==> config.mk <==
export PLATFORM = sky130hd
export DESIGN_NAME = policy_msg_queue
export DESIGN_NICKNAME = d
export VERILOG_FILES = /design/src/rtl/policy_msg_queue.sv
export SDC_FILE = /design/constraint.sdc
export NUM_CORES = 1
export LEC_CHECK = 0
export ABC_AREA = 0
export CORE_UTILIZATION = 57
export CTS_CLUSTER_SIZE = 16
export DETAILED_ROUTE_END_ITERATION = 7
export HOLD_SLACK_MARGIN = 0.15
export PLACE_DENSITY = 0.84
export SLEW_MARGIN = 10
export SYNTH_ARGS = -nofsm -noshare
export SYNTH_HDL_FRONTEND = slang
export SYNTH_SLANG_ARGS = --single-unit
==> constraint.sdc <==
create_clock -name clk -period 5.2 [get_ports clk]
set_clock_uncertainty 0.1 [all_clocks]
set_input_delay 1.04 -clock clk [delete_from_list [all_inputs] [get_ports clk]]
set_output_delay 1.04 -clock clk [all_outputs]
set_load 0.05 [all_outputs]
==> src/rtl/policy_msg_queue.sv <==
module policy_msg_queue #(
  parameter int DW    = 8,
  parameter int DEPTH = 4,
  parameter int TW    = 8
) (
  input  logic                   clk,
  input  logic                   rst,
  input  logic                   buffered,
  input  logic [1:0]             full_mode,
  input  logic [1:0]             empty_mode,
  input  logic [TW-1:0]          wr_limit,
  input  logic [TW-1:0]          rd_limit,
  input  logic                   wr_valid,
  input  logic [DW-1:0]          wr_data,
  output logic                   wr_ready,
  output logic                   rd_valid,
  output logic [DW-1:0]          rd_data,
  input  logic                   rd_ready,
  output logic                   rd_stale,
  output logic [$clog2(DEPTH):0] level,
  output logic                   full,
  output logic                   empty,
  output logic                   overflow,
  output logic                   wr_timeout,
  output logic                   rd_timeout
);
  localparam int AW = $clog2(DEPTH);
  localparam logic [AW:0] FULLV = (AW+1)'(DEPTH);
  localparam logic [1:0] P_ALT = 2'd1;
  localparam logic [1:0] P_TMO = 2'd2;

  logic [DW-1:0] mem [DEPTH];
  logic [AW-1:0] rp, wp;
  logic [AW:0]   cnt;
  logic [DW-1:0] last;
  logic          ovf;
  logic [TW-1:0] wwait, rwait;

  logic avail, space, ovr_ok, stale, wr_to, rd_to;
  logic push, pop, drop, meet;

  assign full  = cnt == FULLV;
  assign empty = cnt == '0;
  assign level = cnt;
  assign overflow = ovf;

  assign avail  = buffered ? !empty : wr_valid;
  assign space  = buffered ? (!full || rd_ready) : rd_ready;
  assign ovr_ok = buffered && full_mode == P_ALT;
  assign stale  = empty_mode == P_ALT && !avail;
  assign wr_to  = full_mode == P_TMO && wr_valid && !space && wwait == wr_limit;
  assign rd_to  = empty_mode == P_TMO && rd_ready && !avail && rwait == rd_limit;

  assign wr_ready   = space || ovr_ok || wr_to;
  assign rd_valid   = avail || stale || rd_to;
  assign rd_stale   = stale;
  assign wr_timeout = wr_to;
  assign rd_timeout = rd_to;
  assign rd_data    = avail ? (buffered ? mem[rp] : wr_data) : (stale ? last : '0);

  assign push = buffered && wr_valid && (space || ovr_ok);
  assign pop  = buffered && rd_ready && !empty;
  assign drop = push && full && !pop;
  assign meet = !buffered && wr_valid && rd_ready;

  always_ff @(posedge clk)
    if (push) mem[wp] <= wr_data;

  always_ff @(posedge clk) begin
    if (rst) begin
      rp    <= '0;
      wp    <= '0;
      cnt   <= '0;
      last  <= '0;
      ovf   <= 1'b0;
      wwait <= '0;
      rwait <= '0;
    end else begin
      if (push) wp <= wp + 1'b1;
      if (pop || drop) rp <= rp + 1'b1;
      cnt <= cnt + {{AW{1'b0}}, push && !drop} - {{AW{1'b0}}, pop};
      if (drop) ovf <= 1'b1;
      if (pop) last <= mem[rp];
      else if (meet) last <= wr_data;
      wwait <= (full_mode == P_TMO && wr_valid && !space && !wr_to) ? wwait + 1'b1 : '0;
      rwait <= (empty_mode == P_TMO && rd_ready && !avail && !rd_to) ? rwait + 1'b1 : '0;
    end
  end
endmodule


==> metrics.cfg <==
[logic_synthesis]
async_flop_share = 0
ys_seq_elements = 66
synth_cell_types = 46
syn_inst = 275
synthTopCellsByCount = 34 x dfxtp_1, 32 x edfxtp_1, 27 x nor2_1, 27 x xor2_1, 25 x nand2_1
syn_area_per_cell_um2 = 11.4
synth_top_cell_area_share = 0.307
ys.flop_type = dfxtp_1
yosys.area.top_type = edfxtp_1
syn-num-nets = 316
synth_edf_count = 32
yosysMostFrequentCell = dfxtp_1
yosysSeqAreaShare = 0.524
synth_area_um2 = 3130
synthTopCellsByArea = edfxtp_1 31%, dfxtp_1 22%, xor2_1 7.5%
synth_warnings = 0

[routing]
via_per_inst = 5.76
wl_per_cell_um = 16.6
drtPass1Iterations = 5
ant_nets = 0
drt_iter0_drc = 178
finalWirelength_um = 6740
drcViolationCount = 0
vias = 2334

[finish]
n_antenna_cell = 0
final_area_um2 = 3880
drive_gt1_frac = 0.137
nFillCells = 372
layout.nets = 371
area_delta_synth_final_pct = 23.8

[setup_path]
crit_end = rd_valid
crit_start = buffered
worst-setup-path-type = in -> out
crit_fanout = 7
r2r_cells = 7
r2r-start = level[1]$_SDFF_PP0_
crit_arrival_ps = 3590
startpoint_type = input pin
critPathCaptureType = output pin
rr_endpoint = level[2]$_SDFF_PP0_
critPathRequiredTime_ps = 4060
regToRegSetupSlack_ps = 2670

[outcome]
status = finished, final reports clean

[grt]
grt_pass1_vias = 2354
grt_pass1_wl_um = 11200
grt_usage = 0.254
grt.overflow.total = 0
grt_max_degree = 21
antenna_found_initial = 0

[timing]
fin_hold_ws_ps = 378
finalMaxSlewViolations = 0
final_hold_viol_count = 0
tns_ps = 0
fmax_ghz = 0.211
finalSetupViolations = 0
fin_crit_ps = 4730
slew_headroom = 0.436
grt_setup_unrepaired = no
finalCritPeriodShare = 0.910
worst_pin_slew_ps = 844

[pwr]
ir_drop_mv = 0.323
power_density_nw_per_um2 = 361
power_leakage_uw = 0.00144
total_power_uw = 1400

[placement]
hpwl_um = 4660
gp_congestion = 0.789
placed_area_um2 = 3690
io_buffers = 51

[clock_tree]
cts_tree = yes
post_cts_buffers = 0
insertion_delay_ps = 340
cts_buffers = 9
path_clk_slew_ps = 70
htreeDepth = 3
ctsHoldBuffers = 0
clock_path_buffers = 2
clock-root-buffer = clkbuf_8
clock_sinks = 66
cts_resized = 0

[floorplanning]
die_h_um = 76.1
die-area_um2 = 5800
die_w_um = 76.1
initial_utilization = 0.602
core_um2 = 5200
rows = 26
ios = 52

[flow_run]
maxCapViolCount = 0

[min_path]
hold_path_class = reg -> reg

-- logic make-up after synthesis --
kind of cell,synth area share
AOI/OAI and AO/OA,0.119
xor gates and xnor gates,0.0867
adders and majority gates,0.0343
buffers and inverters,0.0224
DFF,0.524
muxes,0.0643
and+or+nand+nor,0.149
-- metrics by stage --
step | instances | setup slack (ps) | utilization
final | 405 | 470 | 0.745
after CTS | 405 | 470 | 0.745
after global routing | 405 | 395 | 0.745
after detailed placement | 389 | 472 | 0.710
after floorplan | 275 | 1230 | -
after global placement | 389 | 520 | 0.710
-- worst min-delay path by stage --
stage	from	end	cells past startpoint
after floorplan	rwait[0]$_SDFF_PP0_	rwait[0]$_SDFF_PP0_	1
after global placement	overflow$_SDFFE_PP0P_	overflow$_SDFFE_PP0P_	2
after detailed placement	overflow$_SDFFE_PP0P_	overflow$_SDFFE_PP0P_	2
after CTS	overflow$_SDFFE_PP0P_	overflow$_SDFFE_PP0P_	2
after global routing	overflow$_SDFFE_PP0P_	overflow$_SDFFE_PP0P_	2
final	overflow$_SDFFE_PP0P_	overflow$_SDFFE_PP0P_	2
-- per-layer routing --
layer,GRT usage,vias to the layer above,wire (um)
met5,0,-,0
met4,0.100,0,104
met3,0.0707,12,448
met2,0.431,87,3440
met1,0.306,1118,2750
li1,-,1117,-
-- area by class of cell --
type | instances | area [um2] | share of cell area
sequential | 66 | 1640 | 0.423
clock inverter | 5 | 55.1 | 0.0142
clock buffer | 11 | 131 | 0.0339
multi-input combinational | 191 | 1420 | 0.366
tap | 70 | 87.6 | 0.0226
timing repair buffer | 54 | 513 | 0.132
inverter | 8 | 30.0 | 0.00774
-- power by group --
group | internal (uW) | switching, uW
sequential | 576 | 34.9
combinational | 147 | 233
clock | 220 | 188
total | 943 | 456
-- layout by cell type (no fill, tap or decap), types with 7 or more instances in the layout --
| cell | Yosys | layout |
|---|---|---|
| edfxtp_1 | 32 | 32 |
| mux4_2 | 8 | 8 |
| a21oi_1 | 11 | 11 |
| a22oi_1 | 8 | 8 |
| ha_1 | 7 | 7 |
| clkdlybuf4s50_1 | 0 | 43 |
| nand3_1 | 12 | 12 |
| xor2_1 | 27 | 27 |
| dfxtp_1 | 34 | 34 |
| buf_4 | 0 | 11 |
| nor2_1 | 27 | 27 |
| inv_1 | 7 | 7 |
| nand2_1 | 25 | 25 |
| clkbuf_8 | 0 | 9 |
-- state kept, by name, indices dropped and copies added, names as in the netlist, named ones only --
name,count
wp,2
rwait,8
wwait,8
overflow,1
last,8
rp,2
level,3
mem,32
-- worst max-delay path: stages --
cell             delay, ps
clkdlybuf4s50_1        580
or4b_1                 600
a211o_1                370
o211ai_1               180
clkdlybuf4s50_1        820
Note: power is estimated with default switching activity, not from simulation.
